--- src/rtl/wake_settle_pkg.sv ---
package wake_settle_pkg;

    typedef enum logic [1:0] {
        ST_PD     = 2'd0,
        ST_SETTLE = 2'd1,
        ST_RUN    = 2'd2
    } seq_st_e;

endpackage

--- src/rtl/wake_settle_cfg.sv ---
module wake_settle_cfg #(
    parameter int CFG_W       = 2,
    parameter int CNT_W       = 12,
    parameter int RATE_MIN    = 8,
    parameter int RATE_CODES  = 3,
    parameter int SETTLE_MULT = 74,
    parameter int SETTLE_OFS  = 2,
    parameter int EXTRA_DLY   = 2,
    parameter int RES_MULT    = 8
) (
    input  logic [CFG_W-1:0] sel,
    output logic [CNT_W-1:0] settle_len,
    output logic [CNT_W-1:0] period
);
    localparam int NCODE = 1 << CFG_W;

    logic [CNT_W-1:0] settle_tab [NCODE];
    logic [CNT_W-1:0] period_tab [NCODE];

    for (genvar g = 0; g < NCODE; g++) begin : g_code
        localparam int SHIFT = (g < RATE_CODES) ? g : RATE_CODES - 1;
        localparam int RATE  = RATE_MIN << SHIFT;
        assign settle_tab[g] = CNT_W'(RATE * SETTLE_MULT + SETTLE_OFS + EXTRA_DLY);
        assign period_tab[g] = CNT_W'(RATE * RES_MULT);
    end

    assign settle_len = settle_tab[sel];
    assign period     = period_tab[sel];

endmodule

--- src/rtl/wake_settle_core.sv ---
module wake_settle_core
    import wake_settle_pkg::*;
#(
    parameter int CFG_W  = 2,
    parameter int CNT_W  = 12,
    parameter int RDY_HI = 4
) (
    input  logic             clk,
    input  logic             rst_n,
    input  logic             sync_pd_n,
    input  logic [CFG_W-1:0] sel_in,
    input  logic [CNT_W-1:0] settle_len,
    input  logic [CNT_W-1:0] period,
    output logic [CFG_W-1:0] sel_held,
    output logic             pwr_down,
    output logic             filt_rst,
    output logic             samp_take,
    output logic             rdy_n,
    output logic             new_result
);
    localparam logic [CNT_W-1:0] ONE    = CNT_W'(1);
    localparam logic [CNT_W-1:0] HI_LEN = CNT_W'(RDY_HI);

    typedef struct packed {
        seq_st_e          st;
        logic [CNT_W-1:0] cnt;
        logic [CFG_W-1:0] sel;
        logic             pd;
        logic             frst;
        logic             samp;
        logic             rdy_n;
        logic             nres;
    } seq_t;

    seq_t seq_d, seq_q;

    always_comb begin
        seq_d      = seq_q;
        seq_d.frst = 1'b0;
        seq_d.samp = 1'b0;
        seq_d.nres = 1'b0;
        if (!sync_pd_n) begin
            seq_d.st    = ST_PD;
            seq_d.cnt   = '0;
            seq_d.pd    = 1'b1;
            seq_d.rdy_n = 1'b1;
        end else begin
            case (seq_q.st)
                ST_PD: begin
                    seq_d.st    = ST_SETTLE;
                    seq_d.cnt   = '0;
                    seq_d.sel   = sel_in;
                    seq_d.pd    = 1'b0;
                    seq_d.rdy_n = 1'b1;
                end
                ST_SETTLE: begin
                    seq_d.cnt  = seq_q.cnt + ONE;
                    seq_d.frst = (seq_q.cnt == '0);
                    seq_d.samp = (seq_q.cnt == ONE);
                    if (seq_q.cnt == settle_len - ONE) begin
                        seq_d.st    = ST_RUN;
                        seq_d.cnt   = '0;
                        seq_d.rdy_n = 1'b0;
                        seq_d.nres  = 1'b1;
                    end
                end
                ST_RUN: begin
                    if (seq_q.cnt == period - ONE) begin
                        seq_d.cnt   = '0;
                        seq_d.rdy_n = 1'b0;
                        seq_d.nres  = 1'b1;
                    end else begin
                        seq_d.cnt   = seq_q.cnt + ONE;
                        seq_d.rdy_n = ((seq_q.cnt + ONE) >= (period - HI_LEN));
                    end
                end
                default: begin
                    seq_d.st    = ST_PD;
                    seq_d.pd    = 1'b1;
                    seq_d.rdy_n = 1'b1;
                end
            endcase
        end
    end

    always_ff @(posedge clk or negedge rst_n) begin
        if (!rst_n) begin
            seq_q       <= '0;
            seq_q.st    <= ST_PD;
            seq_q.pd    <= 1'b1;
            seq_q.rdy_n <= 1'b1;
        end else begin
            seq_q <= seq_d;
        end
    end

    assign sel_held   = seq_q.sel;
    assign pwr_down   = seq_q.pd;
    assign filt_rst   = seq_q.frst;
    assign samp_take  = seq_q.samp;
    assign rdy_n      = seq_q.rdy_n;
    assign new_result = seq_q.nres;

endmodule

--- src/rtl/wake_settle_seq.sv ---
module wake_settle_seq #(
    parameter int CFG_W       = 2,
    parameter int CNT_W       = 12,
    parameter int RATE_MIN    = 8,
    parameter int RATE_CODES  = 3,
    parameter int SETTLE_MULT = 74,
    parameter int SETTLE_OFS  = 2,
    parameter int EXTRA_DLY   = 2,
    parameter int RES_MULT    = 8,
    parameter int RDY_HI      = 4
) (
    input  logic             clk,
    input  logic             rst_n,
    input  logic             sync_pd_n,
    input  logic [CFG_W-1:0] dec_sel,
    output logic             pwr_down,
    output logic             filt_rst,
    output logic             samp_take,
    output logic             rdy_n,
    output logic             new_result
);
    logic [CFG_W-1:0] sel_held;
    logic [CNT_W-1:0] settle_len;
    logic [CNT_W-1:0] period;

    wake_settle_cfg #(
        .CFG_W      (CFG_W),
        .CNT_W      (CNT_W),
        .RATE_MIN   (RATE_MIN),
        .RATE_CODES (RATE_CODES),
        .SETTLE_MULT(SETTLE_MULT),
        .SETTLE_OFS (SETTLE_OFS),
        .EXTRA_DLY  (EXTRA_DLY),
        .RES_MULT   (RES_MULT)
    ) u_cfg (
        .sel       (sel_held),
        .settle_len(settle_len),
        .period    (period)
    );

    wake_settle_core #(
        .CFG_W (CFG_W),
        .CNT_W (CNT_W),
        .RDY_HI(RDY_HI)
    ) u_core (
        .clk       (clk),
        .rst_n     (rst_n),
        .sync_pd_n (sync_pd_n),
        .sel_in    (dec_sel),
        .settle_len(settle_len),
        .period    (period),
        .sel_held  (sel_held),
        .pwr_down  (pwr_down),
        .filt_rst  (filt_rst),
        .samp_take (samp_take),
        .rdy_n     (rdy_n),
        .new_result(new_result)
    );

endmodule

--- config.mk ---
export PLATFORM = sky130hd
export DESIGN_NAME = wake_settle_seq
export DESIGN_NICKNAME = d
export VERILOG_FILES = /design/src/rtl/wake_settle_pkg.sv /design/src/rtl/wake_settle_cfg.sv /design/src/rtl/wake_settle_core.sv /design/src/rtl/wake_settle_seq.sv
export SDC_FILE = /design/constraint.sdc
export NUM_CORES = 1
export LEC_CHECK = 0
export CORE_MARGIN = 1
export CORE_UTILIZATION = 30
export CTS_BUF_LIST = sky130_fd_sc_hd__clkbuf_4 sky130_fd_sc_hd__clkbuf_8
export CTS_CLUSTER_SIZE = 24
export DETAILED_ROUTE_END_ITERATION = 10
export HOLD_SLACK_MARGIN = 0.05
export PLACE_DENSITY = 0.46
export SYNTH_ARGS = -nofsm -noshare
export SYNTH_HDL_FRONTEND = slang
export SYNTH_SLANG_ARGS = --single-unit
--- constraint.sdc ---
create_clock -name clk -period 6.9 [get_ports clk]
set_clock_uncertainty 0.15 [all_clocks]
set_input_delay 1.725 -clock clk [delete_from_list [all_inputs] [get_ports clk]]
set_output_delay 1.725 -clock clk [all_outputs]
set_load 0.01 [all_outputs]
==> results of run 1 <==
-- through the flow --
step / cell area (um^2) / total power, uW / setup slack [ns] / cells
2_1_floorplan: 1530 / 220 / 3.91 / 165
3_3_place_gp: 1650 / 244 / 3.09 / 233
3_5_place_dp: 1650 / 247 / 2.96 / 233
4_1_cts: 1690 / 336 / 3.25 / 237
5_1_grt: 1700 / 361 / 3.47 / 237
6_report: 1700 / 334 / 3.55 / 237
-- power groups by stage --
stage                     clock, uW  combinational [uW]  sequential [uW]
after global routing           97.6                 112              151
after detailed placement          0                96.1              151
final                          89.3                95.5              149
after CTS                      91.2                96.6              149
after floorplan                   0                73.6              147
after global placement            0                92.9              151
-- final cells by class --
cell class,instances,share of cell area [%]
Inverter,17,3.76
Timing Repair Buffer,9,5.30
Clock buffer,4,2.87
Tap cell,67,4.93
Sequential cell,21,31.1
Multi-Input combinational cell,119,52.1
-- routing by layer --
layer	track usage (%)	vias up	part of all wire, %
met5	0	-	0
met4	4.58	0	0.92
met3	3.29	2	3.6
met2	22.6	18	47
met1	18.2	559	49
li1	-	579	-
-- synthesized netlist by cell type (3+ instances only) --
cell type / n
and3_1: 3
nand3_1: 8
ha_1: 14
inv_1: 17
o21ai_0: 11
dfrtp_1: 19
buf_2: 3
xnor2_1: 7
xor2_1: 4
nor3_1: 4
a21o_1: 5
nor2_1: 10
buf_6: 3
nand2_1: 18
nor3b_1: 3
-- logic make-up after synthesis --
kind of cell               synth area share, %
and+or+nand+nor                           20.2
AOI/OAI and AO/OA                         17.7
buffers and inverters                     7.88
DFF                                       34.6
adders and majority gates                 11.5
xor gates and xnor gates                  6.32
muxes                                     1.48
other                                    0.246
-- tightest hold or removal path: stages, from the launching register on --
cell,delay [ns]
dfstp_2,0.37
nand2_1,0.05
o211ai_1,0.08
-- worst min-delay path by stage --
stage,startpoint,to,slack (ns),cells after the start
after detailed placement,u_core.pwr_down,u_core.pwr_down,0.35,2
after global routing,u_core.pwr_down,u_core.pwr_down,0.40,2
after CTS,u_core.pwr_down,u_core.pwr_down,0.37,2
after floorplan,u_core.seq_q[19],u_core.seq_q[19],0.35,2
after global placement,u_core.pwr_down,u_core.pwr_down,0.36,2
final,u_core.pwr_down,u_core.pwr_down,0.36,2
-- sequential cells by signal, summed over array words and instances, names as in the netlist --
signal,cells
u_core.filt_rst,1
u_core.seq_q,14
u_core.rdy_n,1
u_core.pwr_down,1
u_core.sel_held,2
u_core.new_result,1
u_core.samp_take,1
==> results.json, run 1 <==
{
  "r2r-start": "u_core.seq_q[7]",
  "ys_ff_latch": 21,
  "cts_sinks": 21,
  "fin_util_pct": 35.3,
  "max_stage_delay_ns": 0.55,
  "seq_area_frac_synth_pct": 34.6,
  "final_nets": 190,
  "drc": 0,
  "endpoint": "u_core.seq_q[11]",
  "antenna_left": 0,
  "tightest_slew_ns": 0.972,
  "arrival_ns": 3.35,
  "synth_cell_types": 43,
  "wl_per_cell_um": 13.3,
  "crit_slowest_cell": "clkdlybuf4s50_1",
  "cts_tree": "built",
  "p_int_uw": 223,
  "ys.flop_type": "dfrtp_1",
  "die_h_um": 73.3,
  "multiInputGateArea_um2": 885,
  "holdBufCountCts": 0,
  "synth_top_area_cell": "dfrtp_1",
  "track_usage_pct": 13.9,
  "netlist_area_mm2": 0.00152,
  "holdCritPathClass": "flop to flop",
  "seq_area_um2": 528,
  "clkLatencyLatePin_ns": 0.27,
  "synth_enable_flop_cells": 0,
  "r2r_cells": 11,
  "first_global_vias": 1155,
  "power_density_mw_per_mm2": 197,
  "cts_setup_buffers": 0,
  "ir_drop_uv": 78.5,
  "cts_buffers": 3,
  "cp_num_cells": 5,
  "r2r-end": "u_core.rdy_n",
  "antenna_cells": 0,
  "setup_tns_ns": 0,
  "power_leakage_uw": 0.000812,
  "p_clk_share_pct": 26.7,
  "grt_max_degree": 22,
  "grt_pass1_wl_mm": 5.53,
  "pin_count": 10,
  "routed_wl_mm": 3.15,
  "ys_warn_count": 0,
  "max_freq_mhz": 299,
  "clockBufferDepth": 2,
  "initial_core_util_pct": 31.6,
  "htree_levels": 1,
  "combPwrFrac_pct": 28.6,
  "hold_viol": 0,
  "power.share.switching_pct": 33.2,
  "ctsResizeCount": 0,
  "die_area_mm2": 0.00537,
  "maxCapViolCount": 0,
  "path_clk_slew_ns": 0.08,
  "synthCells": 164,
  "path_class": "primary input to flop",
  "slew-limit-headroom_pct": 35.0,
  "dp_hpwl_mm": 2.28,
  "antenna_found_initial": 0,
  "fillers": 520,
  "io_buffers": 9,
  "dr.pass1.iters": 4,
  "reg2reg_setup_slack_ns": 3.99,
  "crit_path_end_kind": "flop",
  "critical_path_buf_inv_count": 1,
  "cp_max_fo": 16,
  "start_kind": "primary input",
  "grt_overflow": 0,
  "setup_viol": 0,
  "num_vias": 1158,
  "viasPerCell": 4.89,
  "p_switching_uw": 111,
  "die_w_um": 73.3,
  "power_frac_seq_pct": 44.6,
  "critPathTopFamily": "compound AO/OA/AOI/OAI gates",
  "cts-root-buf": "clkbuf_8",
  "layout_common_cells": "19 x dfrtp_1, 18 x nand2_1, 17 x inv_1",
  "dr.first_iter.drc_count": 58,
  "crit_start": "sync_pd_n",
  "crit_chain": "clkdlybuf4s50_1 > and3_1 > a22oi_4 > nor3_1 > a211o_1",
  "critPathRequiredTime_ns": 6.90,
  "synth_top_area_share_pct": 31.2,
  "syn2layout_area_growth_pct": 11.5,
  "synthTopCellsByArea": "dfrtp_1 31%, ha_1 11%, nand2_1 4.4%, inv_1 4.2%, xnor2_1 4.0%",
  "synthArstFlopShare_pct": 100,
  "layout-drive-gt1-share_pct": 10.6,
  "avgSynthCellArea_um2": 9.29,
  "gp_congestion": 0.769,
  "hold_ws_ns": 0.364,
  "drv_slew": 0,
  "rsz0062_at_grt": "false",
  "status": "finished, final reports clean",
  "core_mm2": 0.00482,
  "layout_commonest_cell": "dfrtp_1",
  "fin_crit_sh_pct": 48.5,
  "period_minus_slack_ns": 3.35,
  "rows": 25
}
Power figures use the tool's default switching activity.
==> run 2, diff against run 1 <==
- clock period: 6.9 -> 3.4 ns (I/O delays scaled with it)
==> results.json, run 2 (synthesized netlist as in run 1, its figures left out) <==
{
  "status": "finished, final reports clean",
  "final_nets": 192,
  "die_area_mm2": 0.00537,
  "drv_slew": 0,
  "top_usage_layer": "met2",
  "arrival_ns": 3.03,
  "htree_levels": 1,
  "holdCritPathClass": "flop to flop",
  "layout-drive-gt1-share_pct": 11.0,
  "max_freq_mhz": 335,
  "clkLatencyLatePin_ns": 0.26,
  "hold_ws_ns": 0.366,
  "grt_overflow": 0,
  "crit_path_end_kind": "flop",
  "wl_per_cell_um": 12.4,
  "path_clk_slew_ns": 0.07,
  "cts_setup_buffers": 0,
  "worstHoldStart": "u_core.pwr_down",
  "cts_buffers": 3,
  "cts_sinks": 21,
  "power_density_mw_per_mm2": 389,
  "antenna_cells": 0,
  "layout_commonest_cell": "dfrtp_1",
  "first_global_vias": 1083,
  "clockBufferDepth": 2,
  "antenna_left": 0,
  "grt_pass1_wl_mm": 5.11,
  "path_class": "flop to flop",
  "cts_tree": "built",
  "syn2layout_area_growth_pct": 12.2,
  "cp_max_fo": 5,
  "grt_util_met3_pct": 2.88,
  "viasPerCell": 4.79,
  "rsz0062_at_grt": "false",
  "setup_tns_ns": 0,
  "fin_crit_sh_pct": 87.9,
  "r2r-start": "u_core.seq_q[7]",
  "crit_slowest_cell": "dfrtp_1",
  "crit_chain": "ha_1 > nand3_2 > nor2_1 > nand3_1 > xor2_1 > inv_1 > ha_1 > and4_1 > a221oi_1 > nor3_1 > a211o_1",
  "pin_count": 10,
  "dp_hpwl_mm": 2.24,
  "hold_viol": 0,
  "use_met2_pct": 18.8,
  "antenna_found_initial": 0,
  "die_h_um": 73.3,
  "rows": 25,
  "dr.pass1.iters": 4,
  "crit_start": "u_core.seq_q[7]",
  "critPathTopFamily": "simple AND/OR/NAND/NOR gates",
  "track_usage_pct": 12.4,
  "grt_max_degree": 22,
  "dr.first_iter.drc_count": 59,
  "largest_reg_flops": 14,
  "setup_viol": 0,
  "layout_common_cells": "19 x dfrtp_1, 18 x nand2_1, 17 x inv_1",
  "critical_path_buf_inv_count": 1,
  "crit_path_frequent_cell": "ha_1",
  "core_mm2": 0.00482,
  "slew-limit-headroom_pct": 64.8,
  "tightest_slew_ns": 0.521,
  "die_w_um": 73.3,
  "cts-root-buf": "clkbuf_8",
  "start_kind": "flop",
  "maxCapViolCount": 0,
  "ir_drop_uv": 168,
  "period_minus_slack_ns": 2.99,
  "drc": 0,
  "critPathRequiredTime_ns": 3.44,
  "gp_congestion": 0.787,
  "holdBufCountCts": 0,
  "initial_core_util_pct": 31.6,
  "routed_wl_mm": 2.96,
  "regMostFlops": "u_core.seq_q",
  "max_stage_delay_ns": 0.42,
  "num_vias": 1146,
  "power_leakage_uw": 0.000820,
  "grtUsageMet1_pct": 18.0,
  "ctsResizeCount": 0,
  "io_buffers": 9
}
## run 2: cell types whose count changed in the layout (fill, tap and decap cells not counted)
cell     delta
nor3b_2     -1
nor3b_1     +1
buf_4       +2
## run 2: final timing paths
path | endpoint | slack [ns] | depth (start not counted)
min | u_core.pwr_down | 0.37 | 2
min in group asynchronous | u_core.samp_take | 0.79 | 2
max | u_core.rdy_n | 0.41 | 11
max reg2reg | u_core.rdy_n | 0.41 | 11
min reg2reg | u_core.pwr_down | 0.37 | 2
max in group asynchronous | u_core.rdy_n | 2.04 | 2
## run 2: worst reg2reg max path: stages (launching register included)
cell and delay (ns):
dfrtp_1 0.42, ha_1 0.29, nand3_2 0.12, nor2_1 0.33, nand3_1 0.16, xor2_1 0.22, inv_1 0.07, ha_1 0.29
and4_1 0.18, a221oi_1 0.37, nor3_1 0.09, a211o_1 0.23
## run 2: stage by stage
stage	util, %	power, uW	worst slack (ns)	std cells	instance area (um^2)
final	35.5	665	0.413	239	1710
after global routing	35.5	715	0.0760	239	1710
after CTS	35.5	680	0.394	239	1710
after detailed placement	34.5	503	0.427	235	1660
after global placement	34.5	497	0.481	235	1660
after floorplan	-	447	0.924	165	1530
## run 2: final cells by class
| class | count | area [um^2] |
|---|---|---|
| inverters | 17 | 63.8 |
| fillers | 503 | 3110 |
| well taps | 67 | 83.8 |
| flip-flops and latches | 21 | 528 |
| multi-input cells | 119 | 880 |
| repair buffers | 11 | 105 |
| clock buffers | 4 | 48.8 |
## run 2: power breakdown
group / total (uW) / internal [uW] / leakage, uW / switching, uW
clock network: 171 / 91.4 / 0.0000262 / 79.7
registers: 303 / 274 / 0.000279 / 29.3
logic: 191 / 88.0 / 0.000514 / 103
## run 2: metal layers
layer	up-vias	share of wire, %
met1	539	51
li1	584	-
met2	21	45
met4	0	0.27
met5	-	0
met3	2	3.7
